`src/rtl/fft_ag_pkg.sv`:
```
package fft_ag_pkg;
  parameter int unsigned AG_ADDR_W = 8;

  typedef logic [AG_ADDR_W-1:0] ag_word_t;

  // ones'-complement style add: carry out of the top bit re-enters at bit 0
  function automatic ag_word_t eac_add(input ag_word_t a, input ag_word_t b);
    logic [AG_ADDR_W:0] wide;
    wide = {1'b0, a} + {1'b0, b};
    return wide[AG_ADDR_W-1:0] + ag_word_t'(wide[AG_ADDR_W]);
  endfunction

  // lowest set bit of a twisted-ring value filled from the top
  function automatic ag_word_t ring_step(input ag_word_t ring);
    return ring & ~(ring << 1);
  endfunction

  function automatic ag_word_t ring_first();
    ag_word_t r;
    r = '0;
    r[AG_ADDR_W-1] = 1'b1;
    return r;
  endfunction
endpackage

```
`src/rtl/ag_start_lag.sv`:
```
module ag_start_lag #(
  parameter int unsigned LAG = 0
) (
  input  logic clk,
  input  logic rst_n,
  input  logic en,
  input  logic go_in,
  output logic go_out
);
  generate
    if (LAG == 0) begin : g_direct
      assign go_out = go_in;
    end else begin : g_pipe
      logic [LAG-1:0] line_q;
      always_ff @(posedge clk) begin
        if (!rst_n) begin
          line_q <= '0;
        end else if (en) begin
          if (LAG == 1) line_q <= go_in;
          else          line_q <= {line_q[LAG-2:0], go_in} ;
        end
      end
      assign go_out = line_q[LAG-1];
    end
  endgenerate
endmodule

```
`src/rtl/ag_stage_seq.sv`:
```
module ag_stage_seq
  import fft_ag_pkg::*;
(
  input  logic     clk,
  input  logic     rst_n,
  input  logic     en,
  input  logic     kick,
  output logic     active,
  output ag_word_t ring,
  output logic     stage_first,
  output logic     stage_last,
  output logic     run_last
);
  ag_word_t pos_q;
  ag_word_t ring_q;
  logic     active_q;

  always_ff @(posedge clk) begin
    if (!rst_n) begin
      active_q <= 1'b0;
      pos_q    <= '0;
      ring_q   <= '0;
    end else if (en) begin
      if (kick) begin
        active_q <= 1'b1;
        pos_q    <= '0;
        ring_q   <= ring_first();
      end else if (active_q) begin
        pos_q <= pos_q + ag_word_t'(1);
        if (&pos_q) begin
          if (&ring_q) active_q <= 1'b0;
          else         ring_q   <= {1'b1, ring_q[AG_ADDR_W-1:1]};
        end
      end
    end
  end

  assign active      = active_q;
  assign ring        = ring_q;
  assign stage_first = active_q && (pos_q == '0);
  assign stage_last  = active_q && (&pos_q);
  assign run_last    = stage_last && (&ring_q);
endmodule

```
`src/rtl/ag_accum.sv`:
```
module ag_accum
  import fft_ag_pkg::*;
(
  input  logic     clk,
  input  logic     rst_n,
  input  logic     en,
  input  logic     kick,
  input  logic     active,
  input  logic     stage_last,
  input  ag_word_t step,
  output ag_word_t acc
);
  ag_word_t acc_q;

  always_ff @(posedge clk) begin
    if (!rst_n) begin
      acc_q <= '0;
    end else if (en) begin
      if (kick || stage_last) acc_q <= '0;
      else if (active)        acc_q <= eac_add(acc_q, step);
    end
  end

  assign acc = acc_q;
endmodule

```
`src/rtl/fft_addr_gen.sv`:
```
module fft_addr_gen
  import fft_ag_pkg::*;
#(
  parameter int unsigned LAG_CYC = 0
) (
  input  logic                 clk,
  input  logic                 rst_n,
  input  logic                 start,
  input  logic                 en,
  output logic [AG_ADDR_W-1:0] addr,
  output logic                 addr_oe,
  output logic                 stage_done,
  output logic                 done
);
  logic     kick;
  logic     active;
  ag_word_t ring;
  ag_word_t acc;
  logic     stage_first;
  logic     stage_last;
  logic     run_last;

  ag_start_lag #(.LAG(LAG_CYC)) u_lag (
    .clk(clk), .rst_n(rst_n), .en(en), .go_in(start), .go_out(kick)
  );

  ag_stage_seq u_seq (
    .clk(clk), .rst_n(rst_n), .en(en), .kick(kick),
    .active(active), .ring(ring), .stage_first(stage_first),
    .stage_last(stage_last), .run_last(run_last)
  );

  ag_accum u_acc (
    .clk(clk), .rst_n(rst_n), .en(en), .kick(kick), .active(active),
    .stage_last(stage_last), .step(ring_step(ring)), .acc(acc)
  );

  assign addr       = active ? acc : '0;
  assign addr_oe    = active;
  assign stage_done = stage_last;
  assign done       = run_last;
endmodule

```
`config.mk`:
```
export PLATFORM = sky130hd
export DESIGN_NAME = fft_addr_gen
export DESIGN_NICKNAME = d
export VERILOG_FILES = /design/src/rtl/fft_ag_pkg.sv /design/src/rtl/ag_start_lag.sv /design/src/rtl/ag_stage_seq.sv /design/src/rtl/ag_accum.sv /design/src/rtl/fft_addr_gen.sv
export SDC_FILE = /design/constraint.sdc
export NUM_CORES = 1
export LEC_CHECK = 0
export BUFFER_PORTS_ARGS = -buffer_cell sky130_fd_sc_hd__buf_2
export CAP_MARGIN = 5
export CORE_ASPECT_RATIO = 1.5
export CORE_UTILIZATION = 53
export CTS_CLUSTER_DIAMETER = 200
export DETAILED_ROUTE_END_ITERATION = 10
export GPL_ROUTABILITY_DRIVEN = 1
export PLACE_DENSITY_LB_ADDON = 0.05
export SYNTH_ARGS = -nofsm -noshare
export SYNTH_HDL_FRONTEND = slang
export SYNTH_SLANG_ARGS = --single-unit
```
`constraint.sdc`:
```
create_clock -name clk -period 2.6 [get_ports clk]
set_input_delay 0.13 -clock clk [delete_from_list [all_inputs] [get_ports clk]]
set_output_delay 0.13 -clock clk [all_outputs]
set_load 0.005 [all_outputs]
```
==> flow_summary_export.csv, run 1 <==
group,metric,value,unit
drt,wl_per_cell,17.0,µm
logic_synthesis,syn_avg_cell_area,8.66,µm²
logic_synthesis,netlist.area_leader.share,29.3,%
logic_synthesis,synth_most_common_cell,"dfxtp_1",
logic_synthesis,ys_top_cells_by_area,"dfxtp_1 29%, ha_1 8.1%, xor2_1 5.1%, nor2b_1 4.8%, and2_1 3.7%",
timing,finalClockSkew,4.41,ps
placement,post_dp_cell_area,0.00192,mm²
pwr,internal_power,0.512,mW
global_route,first_global_vias,1627,
drt,vias,1642,
floorplanning,die_area,0.00345,mm²
critical_path,path_class,"reg2reg",
pwr,total_power,0.672,mW
layout,layout.nets,250,
timing,worst_slew_pin_slew,863,ps
floorplanning,num_rows,24,
global_route,grt.overflow.total,0,
timing,worst_slack,-2.99,ps
status,status,"finished with violations",
layout,syn2layout_area_growth,26.4,%
critical_path,worst_path_max_delay_cell,"fa_2",
timing,finalSetupViolations,1,
clock_network,cts.sinks,25,
timing,post-route-period-util,100,%
layout,final_area,0.00216,mm²
critical_path,required,2810,ps
pwr,p_seq_share,58.4,%
timing,finalHoldViolCount,0,
pwr,switching_share,23.8,%
drt,routed_wl,4620,µm
timing,maxSlewViolCount,0,
placement,gp_congestion,0.902,
logic_synthesis,synthFlopType,"dfxtp_1",
logic_synthesis,synth.largest_area_cell,"dfxtp_1",
clock_network,clk_latency,270,ps
clock_network,clk_pin_slew_worst_paths,90,ps
critical_path,crit_cells,12,
logic_synthesis,synth_cell_type_count,48,
floorplanning,fp.dieW,48.3,µm
timing,slew_headroom,42.1,%
pwr,combPwrFrac,6.3,%
drt,drtIter0Drc,56,
drt,ant_nets,0,
logic_synthesis,synth-seq-cells,25,
floorplanning,core-area,0.00297,mm²
drt,drt_pass1_iterations,4,
global_route,antenna_found_initial,0,
floorplanning,die_h,71.5,µm
global_route,grt_usage,26.7,%
floorplanning,ios,15,
logic_synthesis,ys_top_cells_by_count,"25 x dfxtp_1, 16 x nand2_1, 13 x nor2_1, 13 x nor2b_1, 11 x ha_1",
status,violations,"negative setup slack",
critical_path,cp_top_family,"compound AO/OA/AOI/OAI gates",
logic_synthesis,yosys_warnings,0,
logic_synthesis,syn_nets,213,
timing,finalWorstPathRequiredPeriod,2600,ps
critical_path,path_max_fanout,2,
pwr,ir_drop,0.000320,V
critical_path,crit_buf_inv,0,
layout,final_layout_size_suffix_gt1_share,31.3,%
timing,rsz0062_at_grt,"true",
layout,antennaDiodeCount,0,
layout,fillers,224,
job,max_cap_violations,0,
clock_network,ctsLongestPathBuffers,2,
min_path,hold_depth,3,
critical_path,cpPeakStageDelay,390,ps
critical_path,r2r_cells,12,
clock_network,cts-root-buf,"clkbuf_8",
logic_synthesis,synth-edff-count,0,
critical_path,path_cells,"ha_4, fa_2, a211oi_4, o21a_1, o21bai_1, a21o_1, ha_4, and3_4, nand3_2, a211oi_2, xor3_1, o21ai_1",
critical_path,cp.arrival,2820,ps
logic_synthesis,synthesis.area,0.00171,mm²
pwr,power_density,312,mW/mm²
logic_synthesis,async_flop_share,0,%
clock_network,cts_tree,"done",
drt,drc,0,
pwr,power_frac_clock,35.3,%
global_route,grt_max_degree,21,
placement,port_buffers,14,
placement,hpwl,3270,µm
floorplanning,start_util,57.4,%
logic_synthesis,yosysSeqAreaShare,29.3,%
min_path,worstHoldPathType,"in2reg",
drt,vias_per_cell,6.04,
layout,postLayoutCoreUtil,72.5,%
timing,max_freq,0.384,GHz
clock_network,cts_buffers,3,
critical_path,end_kind,"flop",
critical_path,crit_path_start_kind,"flop",
logic_synthesis,synthCells,197,
critical_path,crit_top_cell,"ha_4",
pwr,p_sw,0.160,mW
global_route,grt_pass1_wl,7200,µm
clock_network,cts_max_level,1,
pwr,leakage,0.886,nW
placement,pre_cts_slack,-25.4,ps
metal layers:
metal  wire (µm)  GRT usage [%]
met2        2570           51.6
met4         214           15.7
met1        1730           27.6
met3         110           2.34
met5           0              0
final timing paths:
check                              startpoint                           to  slack [ps]
hold / removal                             en    u_seq.active$_SDFFE_PN0P_         250
setup / recovery   u_seq.ring[0]$_SDFFE_PN0P_    u_acc.acc[7]$_SDFFE_PN0P_          -3
hold reg to reg   u_seq.pos_q[7]$_SDFFE_PN0P_  u_seq.pos_q[7]$_SDFFE_PN0P_         500
setup reg to reg   u_seq.ring[0]$_SDFFE_PN0P_    u_acc.acc[7]$_SDFFE_PN0P_          -3
state kept, by name, summed over array words and instances, names as in the netlist:
name	cells
u_seq.active	1
u_acc.acc	8
u_seq.pos_q	8
u_seq.ring	8
what timing repair did:
action	CTS	global route
buffers inserted	5	6
pin swaps	2	16
hold buffers	0	0
endpoints found under the hold margin	0	0
setup endpoints to repair	3	5
gates resized for setup	5	23
cell families after synthesis:
group	after synthesis	share of synthesized area (%)
and+or+nand+nor	88	29.9
buffers and inverters	10	3.08
DFF	25	29.3
AOI/OAI and AO/OA	47	19.8
xor gates and xnor gates	14	8.07
adders and majority gates	12	9.24
muxes	1	0.587
power by group through the flow:
stage	combinational, mW	clock [mW]	sequential [mW]
global route	0.0460	0.253	0.393
finish	0.0424	0.237	0.392
floorplan	0.0317	0	0.397
detailed placement	0.0420	0	0.401
CTS	0.0421	0.240	0.392
global placement	0.0411	0	0.401
cells in the final DEF (no fill, tap or decap), drive strengths merged, types with 8 or more instances in the layout:
cell    count
and2       10
nor2b      13
o21ai      12
nor2       13
nand2      16
buf        39
dfxtp      25
ha         11
xor2       10
a21boi      8
worst reg2reg max path: cells and delay by family (launching register included):
kind / cells / cell delay (ps)
AO/OA/AOI/OAI: 6 / 870
XOR/XNOR: 1 / 350
adder cells (fa/ha/maj): 3 / 730
flip-flops: 1 / 350
AND/OR/NAND/NOR: 2 / 240
area by class of cell:
| class | instances | area [µm²] | share of cell area, % |
|---|---|---|---|
| clock buffer | 4 | 45.0 | 2.09 |
| inverter | 3 | 11.3 | 0.522 |
| multi-input combinational | 162 | 1280 | 59.4 |
| sequential | 25 | 508 | 23.6 |
| tap | 39 | 48.8 | 2.26 |
| timing repair buffer | 39 | 262 | 12.1 |
metrics by stage:
stage                     hold slack (ps)  std cells  TNS (ps)
after global placement                464        259         0
after floorplan                       371        197         0
after global routing                  264        272      -274
after detailed placement              475        259     -43.5
after CTS                             252        268         0
final                                 250        272     -2.99
Power figures use the tool's default switching activity.
==> inputs of run 2 (changes only) <==
--- a/config.mk
+++ b/config.mk
@@ -8,7 +8,7 @@
 export BUFFER_PORTS_ARGS = -buffer_cell sky130_fd_sc_hd__buf_2
 export CAP_MARGIN = 5
 export CORE_ASPECT_RATIO = 1.5
-export CORE_UTILIZATION = 53
+export CORE_UTILIZATION = 50
 export CTS_CLUSTER_DIAMETER = 200
 export DETAILED_ROUTE_END_ITERATION = 10
 export GPL_ROUTABILITY_DRIVEN = 1
==> flow_summary_export.csv, run 2 (same netlist as run 1, synthesis figures left out) <==
group,metric,value,unit
layout,final_cells,268,
min_path,worstHoldPathType,"in2reg",
placement,port_buffers,14,
pwr,power_density,323,mW/mm²
layout,layout.nets,245,
clock_network,cts_max_level,1,
drt,ant_nets,0,
clock_network,clk_pin_slew_worst_paths,90,ps
timing,finalWorstPathRequiredPeriod,2520,ps
global_route,first_global_vias,1556,
timing,maxSlewViolCount,0,
layout,regArea,505,µm²
floorplanning,core-area,0.00319,mm²
timing,max_freq,0.397,GHz
clock_network,clk_latency,270,ps
timing,worst_slew_pin_slew,829,ps
critical_path,cp.arrival,2690,ps
floorplanning,die_h,73.5,µm
drt,vias,1548,
floorplanning,start_util,53.5,%
floorplanning,ios,15,
global_route,antenna_found_initial,0,
layout,layout.cells.most_common,"dfxtp_1",
timing,worst_slack,78.0,ps
timing,finalSetupViolations,0,
critical_path,required,2770,ps
pwr,leakage,0.873,nW
drt,wl_per_cell,15.6,µm
critical_path,r2r_end,"u_acc.acc[4]$_SDFFE_PN0P_",
drt,drc,0,
critical_path,cpPeakStageDelay,380,ps
placement,hpwl,3220,µm
placement,dp.cells,262,
clock_network,cts_tree,"done",
clock_network,cts_buffers,3,
clock_network,cts-root-buf,"clkbuf_8",
drt,drt_pass1_iterations,4,
layout,syn2layout_area_growth,20.8,%
floorplanning,die_area,0.00365,mm²
critical_path,crit_top_cell,"ha_4",
critical_path,worst_path_max_delay_cell,"fa_2",
pwr,ir_drop,0.000466,V
critical_path,r2r_cells,12,
pwr,total_power,0.665,mW
status,status,"completed",
global_route,grt.overflow.total,0,
timing,finalClockSkew,4.71,ps
clock_network,cts.sinks,25,
layout,multiInputGateArea,0.00122,mm²
layout,final_cell_mix,"23 x dfxtp_1, 19 x buf_4, 16 x nand2_1",
layout,fillers,289,
min_path,whs_endpoint,"u_seq.active$_SDFFE_PN0P_",
drt,routed_wl,4190,µm
job,max_cap_violations,0,
timing,tns,0,ps
timing,finalHoldViolCount,0,
critical_path,ff2ff_setup_slack,80,ps
timing,rsz0062_at_grt,"true",
critical_path,crit_buf_inv,0,
global_route,grt_max_degree,21,
critical_path,crit_path_start_kind,"flop",
floorplanning,fp.dieW,49.7,µm
drt,vias_per_cell,5.78,
clock_network,ctsLongestPathBuffers,2,
critical_path,path_max_fanout,3,
timing,slew_headroom,44.4,%
critical_path,r2r_start,"u_seq.ring[0]$_SDFFE_PN0P_",
floorplanning,num_rows,25,
critical_path,end_kind,"flop",
placement,pre_cts_slack,-46.5,ps
clock_network,cts_hold_buffers,0,
min_path,min_from,"en",
critical_path,path_class,"reg2reg",
critical_path,path_cells,"ha_4, fa_2, a211oi_4, o21a_1, o21bai_1, a21o_1, ha_4, ha_4, and4_4, xor2_1, a22oi_1, nor2b_1",
layout,final_layout_size_suffix_gt1_share,25.0,%
global_route,grt_usage,24.6,%
min_path,hold_depth,3,
critical_path,cp_top_family,"adder cells",
layout,final_area,0.00206,mm²
global_route,grt_pass1_wl,6820,µm
layout,antennaDiodeCount,0,
timing,post-route-period-util,97.0,%
placement,gp_congestion,0.863,
placement,post_dp_cell_area,0.00193,mm²
drt,drtIter0Drc,25,
## run 2: changes by cell type in the layout (fill, tap and decap cells not counted), moves of 2 or more
| cell | previous run | this run |
|---|---|---|
| dfxtp_2 | 6 | 1 |
| nor2b_1 | 10 | 12 |
| nor2b_2 | 2 | 0 |
| dfxtp_1 | 19 | 23 |
| ha_1 | 5 | 7 |
| ha_4 | 5 | 3 |
| buf_4 | 24 | 19 |
## run 2: repair_timing
item                       CTS  global route
setup endpoints to repair    4             5
setup buffers                1             1
pin swaps                    8             7
resized for setup           10             4
## run 2: stage by stage
stage	utilization, %	hold WS, ps
global route	64.6	273
global placement	60.6	466
floorplan	-	371
CTS	63.8	248
detailed placement	60.6	483
finish	64.6	251
## run 2: worst max-delay path by stage
stage                                          start                        end  slack, ps  cells after the start
after floorplan           u_seq.ring[0]$_SDFFE_PN0P_  u_acc.acc[6]$_SDFFE_PN0P_         20                     12
after global placement    u_seq.ring[0]$_SDFFE_PN0P_  u_acc.acc[4]$_SDFFE_PN0P_         40                     12
after detailed placement  u_seq.ring[4]$_SDFFE_PN0P_  u_acc.acc[7]$_SDFFE_PN0P_        -50                     12
after CTS                 u_seq.ring[0]$_SDFFE_PN0P_  u_acc.acc[4]$_SDFFE_PN0P_         -5                     12
after global routing      u_seq.ring[4]$_SDFFE_PN0P_  u_acc.acc[7]$_SDFFE_PN0P_        -70                     13
final                     u_seq.ring[0]$_SDFFE_PN0P_  u_acc.acc[4]$_SDFFE_PN0P_         80                     12
## run 2: final cells by class
class                           count  area share [%]
Sequential cell                    25            24.5
Timing Repair Buffer               34            10.9
Inverter                            3           0.546
Multi-Input combinational cell    162            59.4
Tap cell                           40            2.43
Clock buffer                        4            2.19
## run 2: tightest hold or removal path, delay by kind of cell
kind / cells / cell delay, ps
buffers and inverters: 1 / 180
AO/OA/AOI/OAI: 1 / 80
AND/OR/NAND/NOR: 1 / 90
## run 2: per-layer routing
layer	share of wire [%]	vias to the layer above	track usage [%]
met1	40	750	24.4
met3	1.6	6	2.48
met5	0	-	0
met2	57	21	49.5
li1	-	771	-
met4	1.7	0	11.4
## run 2: report_power, final
group	switching (mW)	internal (mW)
clock	0.122	0.110
combinational	0.0256	0.0165
sequential	0.00618	0.385
